File: src/rtl/tick_pkg.sv
package tick_pkg;

    localparam int BUS_W    = 32;
    localparam int FLAG_POS = 16;

    typedef enum logic [1:0] {
        SEL_CTRL = 2'd0,
        SEL_LOAD = 2'd1,
        SEL_CUR  = 2'd2,
        SEL_CAL  = 2'd3
    } reg_sel_e;

    typedef enum logic [1:0] {
        CMD_HOLD  = 2'd0,
        CMD_LOAD  = 2'd1,
        CMD_CLEAR = 2'd2,
        CMD_COUNT = 2'd3
    } cnt_cmd_e;

    typedef struct packed {
        logic src;
        logic irq_en;
        logic run;
    } ctrl_t;

    typedef struct packed {
        logic     rd;
        logic     wr;
        reg_sel_e sel;
    } access_t;

    function automatic logic [BUS_W-1:0] pack_status(ctrl_t c, logic flag);
        logic [BUS_W-1:0] v;
        v           = '0;
        v[2:0]      = c;
        v[FLAG_POS] = flag;
        return v;
    endfunction

endpackage

File: src/rtl/tick_decode.sv
module tick_decode
    import tick_pkg::*;
#(
    parameter int ADDR_W = 12
) (
    input  logic [ADDR_W-1:0] addr,
    input  logic              wr,
    input  logic              rd,
    input  logic              unpriv,
    output access_t           acc,
    output logic              err
);
    logic in_map;

    // Only the four aligned words at the bottom of the window decode.
    assign in_map = (addr[ADDR_W-1:4] == '0) && (addr[1:0] == 2'b00);

    always_comb begin
        acc.sel = reg_sel_e'(addr[3:2]);
        acc.wr  = wr & ~unpriv & in_map;
        acc.rd  = rd & ~unpriv & in_map;
        err     = (wr | rd) & unpriv;
    end

endmodule

File: src/rtl/tick_counter.sv
module tick_counter
    import tick_pkg::*;
#(
    parameter int CNT_W = 24
) (
    input  logic             clk,
    input  logic             rst,
    input  cnt_cmd_e         cmd,
    input  logic             step,
    input  logic [CNT_W-1:0] reload,
    output logic [CNT_W-1:0] cnt,
    output logic             expire
);
    logic [CNT_W-1:0] cnt_q;
    logic             at_zero;

    assign at_zero = (cnt_q == '0);
    assign expire  = (cmd == CMD_COUNT) && step && at_zero;
    assign cnt     = cnt_q;

    always_ff @(posedge clk) begin
        if (rst) begin
            cnt_q <= '0;
        end else begin
            unique case (cmd)
                CMD_LOAD:  cnt_q <= reload;
                CMD_CLEAR: cnt_q <= '0;
                CMD_COUNT: if (step) cnt_q <= at_zero ? reload : cnt_q - 1'b1;
                default:   cnt_q <= cnt_q;
            endcase
        end
    end


    reload_after_wrap_chk: assert property (@(posedge clk) disable iff (rst)
        expire |=> (cnt_q == $past(reload)));


    hold_without_step_chk: assert property (@(posedge clk) disable iff (rst)
        (cmd == CMD_COUNT && !step) |=> $stable(cnt_q));

endmodule

File: src/rtl/tick_timer.sv
module tick_timer
    import tick_pkg::*;
#(
    parameter int ADDR_W    = 12,
    parameter int CNT_W     = 24,
    parameter int CAL_VALUE = 10000
) (
    input  logic              clk,
    input  logic              rst,
    input  logic [ADDR_W-1:0] bus_addr,
    input  logic              bus_wr,
    input  logic              bus_rd,
    input  logic [BUS_W-1:0]  bus_wdata,
    input  logic              bus_unpriv,
    output logic [BUS_W-1:0]  bus_rdata,
    output logic              bus_err,
    input  logic              ref_tick,
    output logic              irq
);
    localparam int PAD_W = BUS_W - CNT_W;

    access_t          acc;
    ctrl_t            ctrl_q, ctrl_new;
    logic             flag_q, irq_q;
    logic [CNT_W-1:0] reload_q, cnt;
    cnt_cmd_e         cmd;
    logic             step, expire;
    logic             ctrl_wr, load_wr, cur_wr, ctrl_rd;
    logic             wdata_unused;

    assign wdata_unused = ^bus_wdata[BUS_W-1:CNT_W];

    tick_decode #(.ADDR_W(ADDR_W)) u_dec (
        .addr   (bus_addr),
        .wr     (bus_wr),
        .rd     (bus_rd),
        .unpriv (bus_unpriv),
        .acc    (acc),
        .err    (bus_err)
    );

    assign ctrl_wr  = acc.wr && acc.sel == SEL_CTRL;
    assign load_wr  = acc.wr && acc.sel == SEL_LOAD;
    assign cur_wr   = acc.wr && acc.sel == SEL_CUR;
    assign ctrl_rd  = acc.rd && acc.sel == SEL_CTRL;
    assign ctrl_new = ctrl_t'(bus_wdata[2:0]);
    assign step     = ctrl_q.src | ref_tick;

    // Counter command: run toggles win, then source change, then current write.
    always_comb begin
        if (ctrl_wr && ctrl_new.run != ctrl_q.run)
            cmd = (ctrl_new.run && cnt == '0) ? CMD_LOAD : CMD_HOLD;
        else if (ctrl_wr && ctrl_q.run && ctrl_new.src != ctrl_q.src)
            cmd = CMD_LOAD;
        else if (cur_wr)
            cmd = ctrl_q.run ? CMD_LOAD : CMD_CLEAR;
        else if (ctrl_q.run)
            cmd = CMD_COUNT;
        else
            cmd = CMD_HOLD;
    end

    tick_counter #(.CNT_W(CNT_W)) u_cnt (
        .clk    (clk),
        .rst    (rst),
        .cmd    (cmd),
        .step   (step),
        .reload (reload_q),
        .cnt    (cnt),
        .expire (expire)
    );

    always_ff @(posedge clk) begin
        if (rst) begin
            ctrl_q   <= '0;
            reload_q <= '0;
            flag_q   <= 1'b0;
            irq_q    <= 1'b0;
        end else begin
            if (ctrl_wr) ctrl_q <= ctrl_new;
            if (expire && reload_q == '0) ctrl_q.run <= 1'b0;
            if (load_wr) reload_q <= bus_wdata[CNT_W-1:0];
            if (expire) flag_q <= 1'b1;
            else if (ctrl_rd || cur_wr) flag_q <= 1'b0;
            irq_q <= expire && ctrl_q.irq_en;
        end
    end

    assign irq = irq_q;

    always_comb begin
        bus_rdata = '0;
        if (acc.rd) begin
            unique case (acc.sel)
                SEL_CTRL: bus_rdata = pack_status(ctrl_q, flag_q);
                SEL_LOAD: bus_rdata = {{PAD_W{1'b0}}, reload_q};
                SEL_CUR:  bus_rdata = ctrl_q.run ? {{PAD_W{1'b0}}, cnt} : '0;
                default:  bus_rdata = BUS_W'(CAL_VALUE);
            endcase
        end
    end


    irq_one_cycle_chk: assert property (@(posedge clk) disable iff (rst)
        irq_q |=> !irq_q);


    flag_on_wrap_chk: assert property (@(posedge clk) disable iff (rst)
        expire |=> flag_q);


    zero_reload_stop_chk: assert property (@(posedge clk) disable iff (rst)
        (expire && reload_q == '0) |=> !ctrl_q.run);


    unpriv_write_chk: assert property (@(posedge clk) disable iff (rst)
        (bus_wr && bus_unpriv) |=> $stable(reload_q));

endmodule

File: config.mk
export PLATFORM = sky130hd
export DESIGN_NAME = tick_timer
export DESIGN_NICKNAME = d
export VERILOG_FILES = /design/src/rtl/tick_pkg.sv /design/src/rtl/tick_decode.sv /design/src/rtl/tick_counter.sv /design/src/rtl/tick_timer.sv
export SDC_FILE = /design/constraint.sdc
export NUM_CORES = 1
export LEC_CHECK = 0
export ABC_AREA = 1
export BUFFER_PORTS_ARGS = -buffer_cell sky130_fd_sc_hd__buf_2
export CAP_MARGIN = 10
export CORE_ASPECT_RATIO = 1.5
export CORE_MARGIN = 3
export CORE_UTILIZATION = 55
export CTS_CLUSTER_DIAMETER = 50
export DETAILED_ROUTE_END_ITERATION = 10
export GPL_TIMING_DRIVEN = 1
export PLACE_DENSITY = 0.82
export SYNTH_ARGS = -nofsm -noshare
export SYNTH_HDL_FRONTEND = slang
export SYNTH_SLANG_ARGS = --single-unit
File: constraint.sdc
create_clock -name clk -period 2.6 [get_ports clk]
set_input_delay 0.78 -clock clk [delete_from_list [all_inputs] [get_ports clk]]
set_output_delay 0.78 -clock clk [all_outputs]
set_load 0.05 [all_outputs]
* Word-level counts from Yosys, hierarchy flattened
Index checks and enable logic that the tools add are counted.
** Storage, ports and cells
- Memories kept :: 0
- Memory bits (read-only) :: 0
- RAM bits :: 0
- Latch bits :: 0
- Logic and storage cells :: 61
- Input port bits :: 50
- Register bits after elaboration :: 53
- Output and inout port bits :: 34
** Operators by class
- Order comparisons :: 0
- Reductions and logical operators :: 23
- $add $sub $neg :: 1
- Muxes and demuxes :: 14
- Bitwise logic cells :: 8
- Eq/ne operators :: 8
- Shifts and indexed selects :: 0
- Divide/modulo/power cells :: 0
- Multiply operators :: 0
** Operators with widths (count)
- 24-bit one-hot mux with 3 select lines :: 2
- 24-bit 2-to-1 mux :: 4
- 24-bit zero test :: 2
- 24-bit by 1-bit subtractor with 24-bit output, second input constant :: 1
- 1-bit logical AND :: 13
- 2-bit 2-to-1 mux :: 5
- 8-bit zero test :: 1
- 2-bit == test, second input constant :: 3
- 1-bit AND :: 5
- 2-bit by 1-bit == test with 1-bit output, second input constant :: 2
- 2-bit zero test :: 2
- 1-bit 2-to-1 mux :: 3
- 3-bit nonzero test :: 1
- 1-bit != test :: 2
- 2-bit by 1-bit != test with 1-bit output, second input constant :: 1
- 1-bit OR :: 2
- 2-bit AND reduction :: 1
- 2-bit nonzero test :: 1
- 2-bit OR reduction :: 1
- 1-bit logical OR :: 1
- 1-bit NOT :: 1

* Longest topological paths before layout
- Depth in word-level cells :: 13
- Gate-level depth with buffers :: 13
- Gate-level depth less buffers :: 12

* Modules after synthesis
A second synthesis with hierarchy kept.
** Second synthesis, totals
- Cells, all modules :: 616
- Area total of the unflattened synthesis :: 3747.3 um^2
** By module, submodules not included
- tick_counter :: sequential area each 480.5 um^2, instances 1, cells an instance 310, area an instance 1869.3 um^2
- tick_timer :: sequential area each 580.6 um^2, instances 1, cells an instance 290, area an instance 1804.2 um^2
- tick_decode :: sequential area each 0.0 um^2, instances 1, cells an instance 16, area an instance 73.8 um^2

* Worst setup path after synthesis
Ideal clock, no wire load.
- Path type :: input to output
- Start :: input bus_addr[2]
- End :: output bus_rdata[10]
- Required time :: 1.820 ns
- Slack :: -0.456 ns
- Stages :: 5
- Arrival :: 2.276 ns
- Path buffers :: 1
- Path through :: inv_1 -> nor2_1 -> clkbuf_1 -> a22oi_1 -> a21oi_1
** On the way
- Word-level cells in the longest chain between the ends :: 3
- Elaborated cells on any way between the ends :: 5
- Those cells by class :: 2 x eq/ne; 2 x mux; 1 x reduce/logical
** Ends and longest elaborated chain
- from (decl) :: line tick_timer.sv:10 : input logic [ADDR_W-1:0] bus_addr,
- 2-bit == test (tied with other cells) :: line tick_timer.sv:94 : unique case (acc.sel)
- 24-bit one-hot mux with 3 select lines * :: line tick_timer.sv:94
- 24-bit 2-to-1 mux * :: line tick_timer.sv:93 : if (acc.rd) begin
- to (decl) :: line tick_timer.sv:15 : output logic [BUS_W-1:0] bus_rdata,
Every way passes the cells marked *; elsewhere a longest branch is shown, timed or not.

* Final worst setup path
- Start :: input bus_addr[5]
- End :: output bus_rdata[16]
** On the way
- Word-level cells in the longest chain between the ends :: 4
** Ends and longest elaborated chain
- 8-bit zero test :: line tick_decode.sv:16 : assign in_map = (addr[ADDR_W-1:4] == '0) && (addr[1:0] == 2'b00);
- 1-bit logical AND :: line tick_decode.sv:16
- 1-bit AND :: line tick_decode.sv:21 : acc.rd = rd & ~unpriv & in_map;
- 24-bit 2-to-1 mux :: line tick_timer.sv:93
No other way between the ends.

==> out/results.ini <==
[sta]
hold_ws_ns = 0.4753
post-route-period-util_pct = 102.2
max_freq_mhz = 376.2
relSlewSlack_pct = 57.45
setup_viol = 9
slew_viol_final = 0
fin_ws_ns = -0.05827
final-hold-violation-count = 0
worst_pin_slew_ns = 0.6359
finalClockSkew_ns = 0.008974
rsz0062_at_grt = yes
fin_crit_ns = 2.658

[global_route]
grt_max_degree = 52
grt_pass1_wl_microns = 19330
track_usage_pct = 30.19
antenna_found_initial = 0
overflow = 0
grt_pass1_vias = 4361

[detailed_routing]
routed_wl_microns = 11670
viasPerCell = 5.611
wl_per_cell_microns = 14.50
ant_nets = 0
drt_iter0_drc = 388
first_pass_iters = 5
vias = 4517
drc_errors = 0

[floorplanning]
die_area_sq_mm = 0.008051
die_y_microns = 108.4
die_x_microns = 74.27
start_util_pct = 58.07
core_sq_mm = 0.006621
fp-row-count = 36
io_pins = 84

[power]
comb_power_share_pct = 10.0
power_switching_uw = 381.2
power.leakage_nw = 2.351
sw_frac_of_total_pct = 25.64
seqPwrFrac_pct = 54.6
cellPowerDensity_mw_per_mm2 = 300.8
peakVddDrop_mv = 0.3085
clock_power_share_pct = 35.4
internal_power_mw = 1.106

[setup_path]
slowest_delay_ns = 0.18
critical_path.slowest_cell = buf_6
crit_path_frequent_cell = buf_6
end_kind = output pin
crit_fanout = 4
crit_type = input port to output pin
path_buf_inv = 3
crit_family = simple AND/OR/NAND/NOR gates
path_cells = buf_6 > nor2_4 > nand3_4 > nor2_4 > nand4_1 > buf_6 > a31oi_4 > buf_6
arrival_ns = 1.88
critPathLaunchType = input port
crit_required_ns = 1.82

[place]
io_buffers = 67
dp_hpwl_microns = 8395
pre_cts_slack_ns = -0.1832
gp_congestion = 0.9652

[worst_hold_path]
hold_path.class = register to register

[status]
violations = negative setup slack
status = finished with violations

[synth]
synth_cells = 655
synth_flop_cell = dfxtp_1
yosys.area.top_type = dfxtp_1
synth_edf_count = 0
syn_area_sq_mm = 0.003845
synth_commonest_cells = nand2_1, nor2_1, inv_1
ys_warn_count = 0
netlist.area_leader.share_pct = 27.60
ys_ff_latch = 53
async_flop_share_pct = 0
synthTopCellsByArea = dfxtp_1, nand2_1, nor2_1
synth.avg_cell_area_sq_um = 5.870
ys_types = 31
yosys.cell_count.top_type = nand2_1
synth-seq-area-share_pct = 27.60

[finish]
final_layout_size_suffix_gt1_share_pct = 20.99
fin_nets = 780
antennaDiodeCount = 0
n_fill_cell = 567
post-route-util_pct = 74.66
syn2layout_area_growth_pct = 28.57

[clocking]
cts-root-buf = clkbuf_8
cts_buffer_depth = 2
h-tree-depth = 2
cts_tree = done
clock-sinks = 53
clk-insertion-delay-late_ns = 0.32
cts_made_buffers = 5
clkTransAtPathRegs_ns = 0.10
hold_buffers = 0

[job]
maxCapViolations = 0

## cells by family after synthesis
kind of cell | Yosys count | share of synthesized area (%)
AO/OA/AOI/OAI | 114 | 16.43
buffers and inverters | 109 | 12.40
adder cells (fa/ha/maj) | 2 | 0.6507
flip-flops | 53 | 27.60
AND/OR/NAND/NOR | 368 | 41.00
XOR/XNOR | 8 | 1.822
other | 1 | 0.09753
## cell type report
cell class / instances / area [sq um] / share of cell area (%)
Clock inverter: 1 / 5.005 / 0.1012
Inverter: 71 / 266.5 / 5.391
Tap cell: 76 / 95.09 / 1.924
Timing Repair Buffer: 97 / 814.5 / 16.48
Clock buffer: 7 / 96.34 / 1.949
Multi-Input combinational cell: 500 / 2605 / 52.70
Sequential cell: 53 / 1061 / 21.46
## metrics by stage
step / std cells / setup TNS (ns) / instance area [sq um] / power, mW
2_1_floorplan: 662 / -0.4727 / 4138 / 0.9160
6_report: 805 / -0.3187 / 4943 / 1.487
4_1_cts: 804 / -0.2566 / 4857 / 1.490
3_3_place_gp: 794 / -2.660 / 4581 / 0.9631
3_5_place_dp: 794 / -3.533 / 4581 / 0.9662
5_1_grt: 805 / -1.230 / 4943 / 1.537
## tightest hold or removal path, cell delays in order, from the launching register on
cell	delay (ns)
dfxtp_1	0.33
inv_1	0.06
nor3_1	0.05
## per-layer routing
layer  share of wire (%)  vias up  global-route usage [%]
met5                   0        -                       0
met4                 2.0        0                   11.32
met3                 6.4       22                   4.558
met2                  53      186                   54.89
met1                  38     2065                   34.67
li1                    -     2244                       -
## layout by cell type (no fill, tap or decap), types with 2 or more instances in the layout
cell | Yosys | routed
clkbuf_8 | 0 | 7
nand2_2 | 2 | 3
xor2_1 | 8 | 8
a21oi_1 | 33 | 28
nor2_1 | 120 | 97
buf_2 | 6 | 36
nand3_2 | 2 | 2
buf_6 | 4 | 31
inv_1 | 70 | 70
o21ai_1 | 3 | 3
o21ai_0 | 53 | 53
nand3_4 | 0 | 2
nand3_1 | 49 | 47
buf_12 | 0 | 3
dfxtp_1 | 53 | 53
nor2_2 | 5 | 8
nand2_1 | 162 | 161
nand4_1 | 16 | 16
a31oi_4 | 0 | 2
conb_1 | 1 | 8
nor4_1 | 2 | 2
a22oi_1 | 21 | 21
buf_8 | 0 | 3
buf_4 | 8 | 24
ha_1 | 2 | 2
nor3_1 | 3 | 3
nor2_4 | 3 | 23
a21oi_4 | 0 | 5
## path summary, 6_finish.rpt
path	end	from	cells after the start	slack, ns
setup / recovery	bus_rdata[16]	bus_addr[5]	8	-0.06
hold / removal	irq	ctrl_q[1]	2	0.48
setup reg to reg	u_cnt.cnt[6]	u_cnt.cnt[11]	10	0.35
hold reg to reg	irq	ctrl_q[1]	2	0.48
## power by group through the flow
| stage | Sequential [mW] | Clock [mW] | Combinational [mW] |
|---|---|---|---|
| global placement | 0.830 | 0 | 0.133 |
| CTS | 0.811 | 0.534 | 0.144 |
| detailed placement | 0.830 | 0 | 0.136 |
| global route | 0.812 | 0.564 | 0.161 |
| finish | 0.811 | 0.527 | 0.149 |
| floorplan | 0.830 | 0 | 0.0858 |
## state kept, by name, summed over array words and instances (netlist names)
register   cells
flag_q         1
u_cnt.cnt     24
reload_q      24
ctrl_q         3
irq            1
## repair_timing
item	CTS	global route
setup endpoints to repair	24	24
buffers inserted	2	1
gates resized for setup	46	20
cloned	0	0
pin swaps	7	4
Power figures use the tool's default switching activity.
